## config.mk

```make
export PLATFORM = sky130hd
export DESIGN_NAME = prescaled_reload_timer
export DESIGN_NICKNAME = d
export VERILOG_FILES = /design/src/rtl/tmr_pkg.sv /design/src/rtl/tmr_reload_regs.sv /design/src/rtl/tmr_prescaler.sv /design/src/rtl/tmr_count_core.sv /design/src/rtl/prescaled_reload_timer.sv
export SDC_FILE = /design/constraint.sdc
export NUM_CORES = 1
export LEC_CHECK = 0
export ABC_AREA = 1
export BUFFER_PORTS_ARGS = -buffer_cell sky130_fd_sc_hd__buf_2
export CAP_MARGIN = 0
export CORE_MARGIN = 3
export CORE_UTILIZATION = 50
export CTS_CLUSTER_SIZE = 10
export DETAILED_ROUTE_END_ITERATION = 10
export PLACE_DENSITY_LB_ADDON = 0.08
export SLEW_MARGIN = 20
export SYNTH_ARGS = -nofsm -noshare
export SYNTH_HDL_FRONTEND = slang
export SYNTH_SLANG_ARGS = --single-unit
```

## constraint.sdc

```tcl
create_clock -name clk -period 4.3 [get_ports clk]
set_input_delay 0.215 -clock clk [delete_from_list [all_inputs] [get_ports clk]]
set_output_delay 0.215 -clock clk [all_outputs]
set_load 0.05 [all_outputs]
```

## src/rtl/tmr_pkg.sv

```systemverilog
package tmr_pkg;
  localparam int unsigned BYTE_W = 8;

  typedef enum logic [1:0] {
    CMD_NONE  = 2'd0,
    CMD_START = 2'd1,
    CMD_STOP  = 2'd2
  } tmr_cmd_e;
endpackage

```

## src/rtl/tmr_reload_regs.sv

```systemverilog
module tmr_reload_regs #(
  parameter int unsigned CNT_W = 16
) (
  input  logic                              clk,
  input  logic                              rst_n,
  input  logic [CNT_W/tmr_pkg::BYTE_W-1:0]  byte_we,
  input  logic [tmr_pkg::BYTE_W-1:0]        wr_data,
  output logic [CNT_W-1:0]                  reload
);
  localparam int unsigned NB = CNT_W / tmr_pkg::BYTE_W;
  localparam int unsigned BW = tmr_pkg::BYTE_W;

  for (genvar b = 0; b < NB; b++) begin : g_lane
    logic [BW-1:0] lane_d, lane_q;

    always_comb begin
      lane_d = lane_q;
      if (byte_we[b]) lane_d = wr_data;
    end

    always_ff @(posedge clk or negedge rst_n) begin
      if (!rst_n) lane_q <= '0;
      else        lane_q <= lane_d;
    end

    assign reload[b*BW +: BW] = lane_q;
  end
endmodule

```

## src/rtl/tmr_prescaler.sv

```systemverilog
module tmr_prescaler #(
  parameter int unsigned PRE_W = 12
) (
  input  logic             clk,
  input  logic             rst_n,
  input  logic [PRE_W-1:0] presc_val,
  input  logic             restart,
  input  logic             active,
  output logic             tick
);
  localparam int unsigned PH_W = PRE_W + 1;

  logic [PH_W-1:0] phase_d, phase_q;
  logic [PH_W-1:0] last_phase;

  assign last_phase = {presc_val, 1'b0};
  assign tick       = active && (phase_q == last_phase);

  always_comb begin
    phase_d = phase_q;
    if (restart)     phase_d = '0;
    else if (tick)   phase_d = '0;
    else if (active) phase_d = phase_q + PH_W'(1);
  end

  always_ff @(posedge clk or negedge rst_n) begin
    if (!rst_n) phase_q <= '0;
    else        phase_q <= phase_d;
  end
endmodule

```

## src/rtl/tmr_count_core.sv

```systemverilog
module tmr_count_core #(
  parameter int unsigned CNT_W = 16
) (
  input  logic               clk,
  input  logic               rst_n,
  input  tmr_pkg::tmr_cmd_e  cmd,
  input  logic               tick,
  input  logic               auto_restart,
  input  logic [CNT_W-1:0]   reload,
  output logic               enabled,
  output logic [CNT_W-1:0]   count,
  output logic               expire
);
  import tmr_pkg::*;

  logic             en_d, en_q;
  logic [CNT_W-1:0] cnt_d, cnt_q;
  logic             at_end;

  assign at_end = (cnt_q <= CNT_W'(1));

  always_comb begin
    en_d   = en_q;
    cnt_d  = cnt_q;
    expire = 1'b0;
    unique case (cmd)
      CMD_STOP:  en_d = 1'b0;
      CMD_START: begin
        en_d  = 1'b1;
        cnt_d = reload;
      end
      default: begin
        if (tick) begin
          if (at_end) begin
            expire = 1'b1;
            if (auto_restart) begin
              cnt_d = reload;
            end else begin
              cnt_d = '0;
              en_d  = 1'b0;
            end
          end else begin
            cnt_d = cnt_q - CNT_W'(1);
          end
        end
      end
    endcase
  end

  always_ff @(posedge clk or negedge rst_n) begin
    if (!rst_n) begin
      en_q  <= 1'b0;
      cnt_q <= '0;
    end else begin
      en_q  <= en_d;
      cnt_q <= cnt_d;
    end
  end

  assign enabled = en_q;
  assign count   = cnt_q;
endmodule

```

## src/rtl/prescaled_reload_timer.sv

```systemverilog
module prescaled_reload_timer #(
  parameter int unsigned CNT_W = 16,
  parameter int unsigned PRE_W = 12
) (
  input  logic                             clk,
  input  logic                             rst_n,
  input  logic [PRE_W-1:0]                 presc_val,
  input  logic [CNT_W/tmr_pkg::BYTE_W-1:0] reload_byte_we,
  input  logic [tmr_pkg::BYTE_W-1:0]       wr_data,
  input  logic                             start,
  input  logic                             stop,
  input  logic                             auto_restart,
  input  logic                             gated_mode,
  input  logic                             gate_in,
  input  logic                             irq_clr,
  output logic [tmr_pkg::BYTE_W-1:0]       count_hi,
  output logic [tmr_pkg::BYTE_W-1:0]       count_lo,
  output logic                             running,
  output logic                             irq
);
  import tmr_pkg::*;

  logic [CNT_W-1:0] reload;
  logic [CNT_W-1:0] count;
  logic             enabled;
  logic             tick;
  logic             expire;
  tmr_cmd_e         cmd;
  logic             irq_d, irq_q;

  assign cmd     = stop ? CMD_STOP : (start ? CMD_START : CMD_NONE);
  assign running = enabled && (!gated_mode || gate_in);

  tmr_reload_regs #(.CNT_W(CNT_W)) u_reload (
    .clk     (clk),
    .rst_n   (rst_n),
    .byte_we (reload_byte_we),
    .wr_data (wr_data),
    .reload  (reload)
  );

  tmr_prescaler #(.PRE_W(PRE_W)) u_presc (
    .clk       (clk),
    .rst_n     (rst_n),
    .presc_val (presc_val),
    .restart   (start),
    .active    (running),
    .tick      (tick)
  );

  tmr_count_core #(.CNT_W(CNT_W)) u_core (
    .clk          (clk),
    .rst_n        (rst_n),
    .cmd          (cmd),
    .tick         (tick),
    .auto_restart (auto_restart),
    .reload       (reload),
    .enabled      (enabled),
    .count        (count),
    .expire       (expire)
  );

  always_comb begin
    irq_d = irq_q;
    if (expire)       irq_d = 1'b1;
    else if (irq_clr) irq_d = 1'b0;
  end

  always_ff @(posedge clk or negedge rst_n) begin
    if (!rst_n) irq_q <= 1'b0;
    else        irq_q <= irq_d;
  end

  assign irq      = irq_q;
  assign count_hi = count[CNT_W-1 -: BYTE_W];
  assign count_lo = count[BYTE_W-1:0];
endmodule

```

==> results.md, run 1 <==
* Worst-path clk slew at 90 ps
* Hold Crit Class: in -> reg
* Data required, critical path at 4550 ps
* Cells after Synth at 417
* Gr ovfl total at 0
* TritonCTS clock tree: built
* Post-Place Cells at 531
* Layout cell share with drive strength beyond 1 at 18.6%
* Final Cycle Share at 49.0%
* Root Driver: clkbuf_8
* DR vias/cell at 4.89
* # diodes at 0
* Unrepaired setup endpoints after global routing: no
* IO Port Bufs at 47
* CP Capture Type: flop
* Finished Layout Cells at 540
* Synth unique cells at 30
* Final Max Slew Viols at 0
* Largest net degree at the start of global routing at 48
* Top-area cell type share of the netlist area at 40.6%
* Final Power at 1660 uW
* Slew @ Worst Pin at 592 ps
* Initial Utilization at 52.0%
* CP max stage delay at 420 ps
* Rel. slew slack at 60.6%
* Dominant cell type by area after synthesis: dfrtp_1
* Syn avg cell area at 6.96 um^2
* TritonCTS Buffers at 5
* Drt pass-1 iters at 4
* Final Net Count at 500
* Worst setup SP type: flop
* Maxcap violations at 0
* Worst skew pair latency at 300 ps
* Post-Route Skew at 7.12 ps
* PwrDens at 501 nW/um^2
* Mux share of post-synthesis cell area at 1.55%
* Vias in the first global route at 2,301
* DRC viols at 0
* I/O pins at 48
* Synth cell count leaders: nand2_1 (161), dfrtp_1 (47), inv_1 (47)
* Clock Path Buffers at 2
* Antenna Nets Post-Route at 0
* Crit Path Category: reg -> reg
* Via count at 2,641
* Area contributors post-synth: dfrtp_1 (41%), nand2_1 (21%), inv_1 (6.1%)
* CP delay by family, top: compound AO/OA/AOI/OAI gates
* Rows at 27
* Core region area at 5570 um^2
* # resized after CTS at 0
* Slowest stage cell, crit path: dfrtp_1
* Count leader, synth: nand2_1
* Ys async rst share at 100%
* Routed WL at 6.51 mm
* Sink Count at 47
* Largest family of logic cells by synthesized area: simple AND/OR/NAND/NOR gates
* Status: finished clean
* DIE HEIGHT at 82.2 um
* Final setup viols at 0
* Cell Area, Synth at 2900 um^2
* Simple-gate portion of the synthesized area at 36.3%
* Mapped Nets at 450
* Max Freq at 0.475 GHz
* Arrival time worst endpoint at 2350 ps
* Worst Path Max Fanout at 12
* Final Hold Fails at 0
* Synth Register Bits at 47
* Global-route usage over all layers at 20.9%
* Leak at 0.00181 uW
* Ys Warns at 0
* Routability cong. at 0.870
* Placement Setup Slack at 2180 ps
* Buf+Inv Stages, Crit Path at 3
* Die width at 82.2 um
* Synth Area in Compound Gates at 7.68%
* DP HPWL at 4.99 mm
* Min cycle time layout at 2110 ps
* Seq/Total Area, Yosys at 40.6%
* Layout area overhead at 14.3%
* Cell Chain, Critical Path: inv_1, ha_1, inv_1, nand2_1, nand2_1, nor2_2, a21oi_2, clkinv_1, o21ai_0, nand2_1, nand2_1
* EDFF count, synth at 0
* Die area at 6750 um^2
* Main synth FF type: dfrtp_1
* Iter 0 DRT Violations at 165
* Final WS setup at 2190 ps
* Initial antenna violation count at 0
* Post-Synth Adder-Cell Area at 1.29%
* CTS H-Tree Depth at 2
* Xor and xnor area share after synthesis at 3.62%
* First-pass GRT wire length at 10.9 mm
* CP dominant cell by count: nand2_1
* Setup TNS at 0 ps
* Peak VDD IR at 287 uV
* Routed wire per std cell at 12.1 um
registers in the layout, summed over array words and instances (netlist names):
name and flops:
u_core.count 16, u_reload.g_lane.lane_q 16, irq 1, u_core.enabled 1
u_presc.phase_q 13
metrics by stage:
stage               cell area (um^2)  util (%)  hold WS, ps
floorplan                       2900         -        -80.6
global placement                3190      57.2          411
detailed placement              3190      57.2          413
CTS                             3300      59.3         87.1
global route                    3320      59.5          101
finish                          3320      59.5          101
cells in the final DEF, fill, tap and decap left out, types with 2 or more instances in the layout:
master	instances
a21oi_1	2
buf_2	46
clkbuf_8	5
clkinv_1	2
dfrtp_1	47
ha_1	3
inv_1	47
inv_2	11
mux2_2	4
nand2_1	161
nand2_2	2
nand2_4	3
nand3_1	20
nand4_1	5
nor2_1	37
nor2_2	7
nor3_1	5
o21ai_0	27
o21ai_1	8
o22ai_1	2
xnor2_1	4
xor2_1	8
per-layer routing:
| metal | vias to the layer above | GRT usage, % | part of all wire, % |
|---|---|---|---|
| met5 | - | 0 | 0 |
| met4 | 0 | 4.82 | 0.71 |
| met3 | 5 | 4.99 | 6.0 |
| met2 | 58 | 30.0 | 42 |
| met1 | 1191 | 31.8 | 51 |
| li1 | 1387 | - | - |
final cells by class:
class / instances / area [um^2]
timing repair buffer: 48 / 248
fill: 548 / 2260
inverter: 60 / 225
clock buffer: 5 / 68.8
clock inverter: 3 / 43.8
tap: 72 / 90.1
multi-input combinational: 305 / 1460
sequential: 47 / 1180
worst paths after layout:
path	startpoint	to	slack [ps]	cells past startpoint
min	irq_clr	irq	100	2
max	u_core.count[0]	u_core.count[2]	2190	11
min reg2reg	u_reload.g_lane[0].lane_q[7]	u_reload.g_lane[0].lane_q[7]	530	2
max in group asynchronous	rst_n	u_reload.g_lane[1].lane_q[7]	3450	2
min in group asynchronous	rst_n	u_core.count[11]	450	2
max reg2reg	u_core.count[0]	u_core.count[2]	2190	11
worst reg2reg max path: cells and delay by family (launching register included):
| family | cells | cell delay [ps] |
|---|---|---|
| AO/OA/AOI/OAI | 2 | 640 |
| buffers and inverters | 3 | 420 |
| flip-flops | 1 | 420 |
| AND/OR/NAND/NOR | 5 | 320 |
| adder cells (fa/ha/maj) | 1 | 240 |
what timing repair did:
item | in CTS | in global routing
endpoints found under the hold margin | 0 | 47
hold buffers | 0 | 1
setup buffers | 0 | 0
report_power, final:
| group | leakage, uW | internal, uW | total, uW | switching [uW] |
|---|---|---|---|---|
| registers | 0.000605 | 512 | 607 | 94.8 |
| logic | 0.00114 | 210 | 724 | 515 |
| clock network | 0.0000581 | 173 | 329 | 155 |
| total | 0.00181 | 895 | 1660 | 765 |
kinds of logic after synthesis:
| group | count (synthesis) |
|---|---|
| buf+inv | 65 |
| compound gates | 41 |
| xor+xnor | 12 |
| flops | 47 |
| mux | 4 |
| fa+ha+maj | 3 |
| simple gates | 245 |
No activity file was read; power rests on OpenSTA's default activity.
==> run 2: changes to the inputs <==
Clock period 4.3 ns to 2.2 ns, I/O delays scaled along.
==> results.md, run 2 (synthesis gave the netlist of run 1 again) <==
* Worst Path Max Fanout at 9 (-3)
* Setup TNS at 0 ps (unchanged)
* Leak at 0.00181 uW (+0.33%)
* Vias in the first global route at 2,529 (+9.9%)
* Core region area at 5570 um^2 (unchanged)
* Final Net Count at 504 (+0.80%)
* Worst setup SP type: flop
* Final Hold Fails at 0 (unchanged)
* Initial antenna violation count at 0 (unchanged)
* Die area at 6750 um^2 (unchanged)
* Worst hold start: wr_data[3]
* Final core occ at 59.7% (+0.25 points)
* Commonest cells after routing, fill and taps aside: nand2_1 (161), inv_1 (47), buf_2 (47), dfrtp_1 (47), nor2_1 (37)
* TritonCTS Buffers at 5 (unchanged)
* # diodes at 0 (unchanged)
* Sink Count at 47 (unchanged)
* Final setup viols at 0 (unchanged)
* Via count at 2,694 (+2.0%)
* Commonest non-fill, non-tap cell in the layout: nand2_1
* Rel. slew slack at 66.5% (+5.9 points)
* Finished Layout Cells at 544 (+0.74%)
* Die width at 82.2 um (unchanged)
* Maxcap violations at 0 (unchanged)
* TritonCTS clock tree: built
* Layout area overhead at 14.8%
* Data required, critical path at 2460 ps (-2090 ps)
* Slew @ Worst Pin at 499 ps (-92.1 ps)
* CTS H-Tree Depth at 2 (unchanged)
* DIE HEIGHT at 82.2 um (unchanged)
* First-pass GRT wire length at 11.6 mm (+6.7%)
* Post-Place Cells at 534 (+0.56%)
* Arrival time worst endpoint at 2070 ps (-280 ps)
* Status: finished clean
* Routability cong. at 0.904 (+3.9%)
* Antenna Nets Post-Route at 0 (unchanged)
* Global-route usage over all layers at 22.4% (+1.5 points)
* Worst skew pair latency at 310 ps (about the same)
* Max Freq at 0.550 GHz (+16%)
* Gr ovfl total at 0 (unchanged)
* Peak VDD IR at 514 uV (+79%)
* R2R Path Start: u_core.count[1]
* Worst-path clk slew at 100 ps (about the same)
* Crit Path Category: reg -> reg
* CP Capture Type: flop
* I/O pins at 48 (unchanged)
* Initial Utilization at 52.0% (unchanged)
* Final Max Slew Viols at 0 (unchanged)
* DP HPWL at 5.34 mm (+7.0%)
* Min cycle time layout at 1820 ps (-288 ps)
* Routed WL at 6.93 mm (+6.4%)
* Hold Crit Class: in -> reg
* Crit path launch: u_core.count[1]
* Clock Path Buffers at 2 (unchanged)
* IO Port Bufs at 47 (unchanged)
* DRC viols at 0 (unchanged)
* Rows at 27 (unchanged)
* Largest net degree at the start of global routing at 22 (-54%)
* Post-Route Skew at 7.21 ps (+0.0893 ps)
* Iter 0 DRT Violations at 155 (-6.1%)
* Routed wire per std cell at 12.7 um (+5.6%)
* Drt pass-1 iters at 4 (unchanged)
* Unrepaired setup endpoints after global routing: no
* PwrDens at 959 nW/um^2 (+91%)
* Root Driver: clkbuf_8
* DR vias/cell at 4.95 (+1.3%)
* Final Cycle Share at 82.6% (+34 points)
* Layout cell share with drive strength beyond 1 at 19.1% (+0.48 points)
==> run 2: layer usage <==
metal	track usage (%)	wire, um	vias to the layer above
met4	5.48	72	0
met5	0	0	-
met3	3.58	314	6
met1	32.5	3570	1244
li1	-	-	1393
met2	35.1	2980	51
==> run 2: power breakdown <==
group | internal (uW) | switching, uW
Sequential | 1000 | 191
Clock | 236 | 337
Combinational | 416 | 1010
==> run 2: through the flow <==
step	setup slack [ps]	cell area, um^2	hold slack [ps]	power, uW
finish	382	3330	10.9	3190
floorplan	282	2900	-186	2260
global placement	456	3210	104	2610
global route	112	3330	21.1	3440
detailed placement	399	3210	111	2630
CTS	381	3330	3.19	3210
==> run 2: repair_timing <==
action,4_1_cts,5_1_grt
hold buffers,2,0
gates resized for setup,0,0
hold endpoints to repair,20,0
setup buffers,0,0
==> run 2: final cells by class <==
class / instances / area (um^2)
repair buffers: 52 / 278
clock buffers: 5 / 68.8
well taps: 72 / 90.1
clock inverters: 3 / 27.5
fillers: 565 / 2240
multi-input cells: 305 / 1460
inverters: 60 / 225
flip-flops and latches: 47 / 1180
==> run 2: final timing paths <==
path | slack, ps | depth (start not counted) | endpoint
max | 380 | 12 | u_core.count[3]
min | 10 | 3 | u_reload.g_lane[0].lane_q[3]
max reg2reg | 380 | 12 | u_core.count[3]
min reg2reg | 520 | 1 | u_reload.g_lane[0].lane_q[1]
max in group asynchronous | 1320 | 3 | irq
min in group asynchronous | 290 | 2 | u_presc.phase_q[6]
==> run 2: critical path, stage by stage (launching register included) <==
cell	delay, ps
dfrtp_1	430
inv_1	120
ha_1	220
inv_1	50
nand2_1	80
nand2_1	60
nor2_2	140
nand3_1	100
nand2_2	150
inv_2	100
o21ai_0	160
nand2_1	70
nand2_1	70
==> run 3: changes to the inputs <==
Clock period 2.2 ns to 1.5 ns, I/O delays scaled along.
==> results.md, run 3 (synthesis gave the netlist of run 1 again) <==
* Drt pass-1 iters at 4 (unchanged)
* Antenna Nets Post-Route at 0 (unchanged)
* Iter 0 DRT Violations at 135 (-13%)
* Worst setup SP type: flop
* CP max stage delay at 430 ps (about the same)
* Leak at 0.00210 uW (+16%)
* Final Net Count at 559 (+11%)
* CP Capture Type: flop
* Slowest stage cell, crit path: dfrtp_2
* Final Power at 5350 uW (+68%)
* Core region area at 5570 um^2 (unchanged)
* Worst skew pair latency at 310 ps (about the same)
* Largest net degree at the start of global routing at 48 (+120%)
* Final Hold Fails at 1 (+1)
* Final setup viols at 17 (+17)
* I/O pins at 48 (unchanged)
* Max Freq at 0.601 GHz (+9.3%)
* Buf+Inv Stages, Crit Path at 3 (unchanged)
* Final Cycle Share at 111% (+28 points)
* DR vias/cell at 4.97 (+0.39%)
* TritonCTS clock tree: built
* Worst-path clk slew at 100 ps (about the same)
* Worst Path Max Fanout at 5 (-4)
* Clock Path Buffers at 2 (unchanged)
* IO Port Bufs at 47 (unchanged)
* Routability cong. at 0.903 (about the same)
* Cell Chain, Critical Path: inv_4, ha_4, inv_2, nand2_2, nand2_2, nor2_4, nand3_4, nand2_8, inv_4, o21ai_2, nand2_1, nand2_1
* Layout cell share with drive strength beyond 1 at 31.6% (+12 points)
* Global-route usage over all layers at 24.4% (+1.9 points)
* # diodes at 0 (unchanged)
* Commonest cells after routing, fill and taps aside: nand2_1 (156), buf_2 (47), buf_4 (45), inv_1 (43), dfrtp_1 (43)
* Via count at 2,973 (+10%)
* Unrepaired setup endpoints after global routing: yes
* TritonCTS Buffers at 5 (unchanged)
* Rows at 27 (unchanged)
* Initial Utilization at 52.0% (unchanged)
* Routed WL at 7.90 mm (+14%)
* DRC viols at 0 (unchanged)
* Arrival time worst endpoint at 1910 ps (-160 ps)
* PwrDens at 1370 nW/um^2 (+43%)
* Slew @ Worst Pin at 285 ps (-214 ps)
* Worst hold slack at -0.352 ps (-11.2 ps)
* First-pass GRT wire length at 12.6 mm (+8.0%)
* Root Driver: clkbuf_8
* DIE HEIGHT at 82.2 um (unchanged)
* Sink Count at 47 (unchanged)
* Initial antenna violation count at 0 (unchanged)
* Post-Route Skew at 14.6 ps (+7.41 ps)
* Register Area at 1180 um^2 (+0.43%)
* Commonest non-fill, non-tap cell in the layout: nand2_1
* Maxcap violations at 0 (unchanged)
* Peak VDD IR at 1140 uV (+120%)
* Post-Place Cells at 571 (+6.9%)
* Final Max Slew Viols at 0 (unchanged)
* Routed wire per std cell at 13.2 um (+3.7%)
* Finished Layout Cells at 598 (+9.9%)
* Crit Path Category: reg -> reg
* Data required, critical path at 1740 ps (-720 ps)
* Die area at 6750 um^2 (unchanged)
* Vias in the first global route at 2,815 (+11%)
* Hold Crit Class: in -> reg
* Layout area overhead at 34.9%
* Setup TNS at -2160 ps (-2160 ps)
* FILL cells at 504 (-11%)
* Multi-input logic area at 1600 um^2 (+9.0%)
* Failing checks: hold timing, setup timing
* Gr ovfl total at 0 (unchanged)
* Min cycle time layout at 1660 ps (-154 ps)
* Die width at 82.2 um (unchanged)
* DP HPWL at 5.71 mm (+7.0%)
* CTS H-Tree Depth at 2 (unchanged)
* Status: finished, violations left
* CP delay by family, top: simple AND/OR/NAND/NOR gates
* Final WS setup at -163 ps (-546 ps)
* Rel. slew slack at 81.0% (+15 points)
==> run 3: area by class of cell <==
type	instances	share of cell area, %
well taps	72	2.30
multi-input cells	306	40.8
clock buffers	7	1.95
repair buffers	105	18.6
inverters	60	6.04
flip-flops and latches	47	30.2
repair inverters	1	0.160
==> run 3: final timing paths <==
path	start	endpoint	slack [ps]	cells past startpoint
max	u_core.count[1]	u_core.count[9]	-160	12
min reg2reg	irq	irq	520	2
min in group asynchronous	rst_n	u_presc.phase_q[2]	270	3
max reg2reg	u_core.count[1]	u_core.count[9]	-160	12
max in group asynchronous	rst_n	u_core.count[11]	970	3
min	wr_data[5]	u_reload.g_lane[0].lane_q[5]	-0.4	3
==> run 3: what timing repair did <==
item,in CTS,in global routing
gates cloned,0,2
pin swaps,5,12
hold buffers,7,0
hold endpoints to repair,55,0
endpoints found under the setup margin,16,27
buffers inserted,3,8
resized for setup,13,25
==> run 3: power breakdown <==
| part | switching (uW) | internal, uW |
|---|---|---|
| registers | 158 | 1480 |
| clock network | 425 | 322 |
| logic | 1880 | 1080 |
==> run 3: per-layer routing <==
| metal | global-route usage (%) | vias up | wire length [um] |
|---|---|---|---|
| li1 | - | 1514 | - |
| met1 | 29.7 | 1375 | 3350 |
| met2 | 44.1 | 72 | 4070 |
| met3 | 3.58 | 12 | 356 |
| met4 | 7.64 | 0 | 123 |
| met5 | 0 | - | 0 |
==> run 3: worst reg2reg max path: stages, from the launching register on <==
cell,delay (ps)
dfrtp_2,430
inv_4,80
ha_4,140
inv_2,40
nand2_2,80
nand2_2,70
nor2_4,200
nand3_4,130
nand2_8,140
inv_4,60
o21ai_2,110
nand2_1,60
nand2_1,60
==> run 3: through the flow <==
stage	util (%)	cell area [um^2]	setup WS (ps)
final	70.2	3910	-163
after global routing	70.2	3910	-261
after CTS	67.3	3750	-79.3
after detailed placement	63.4	3540	-147
after global placement	63.4	3540	-92.3
after floorplan	-	2930	-159
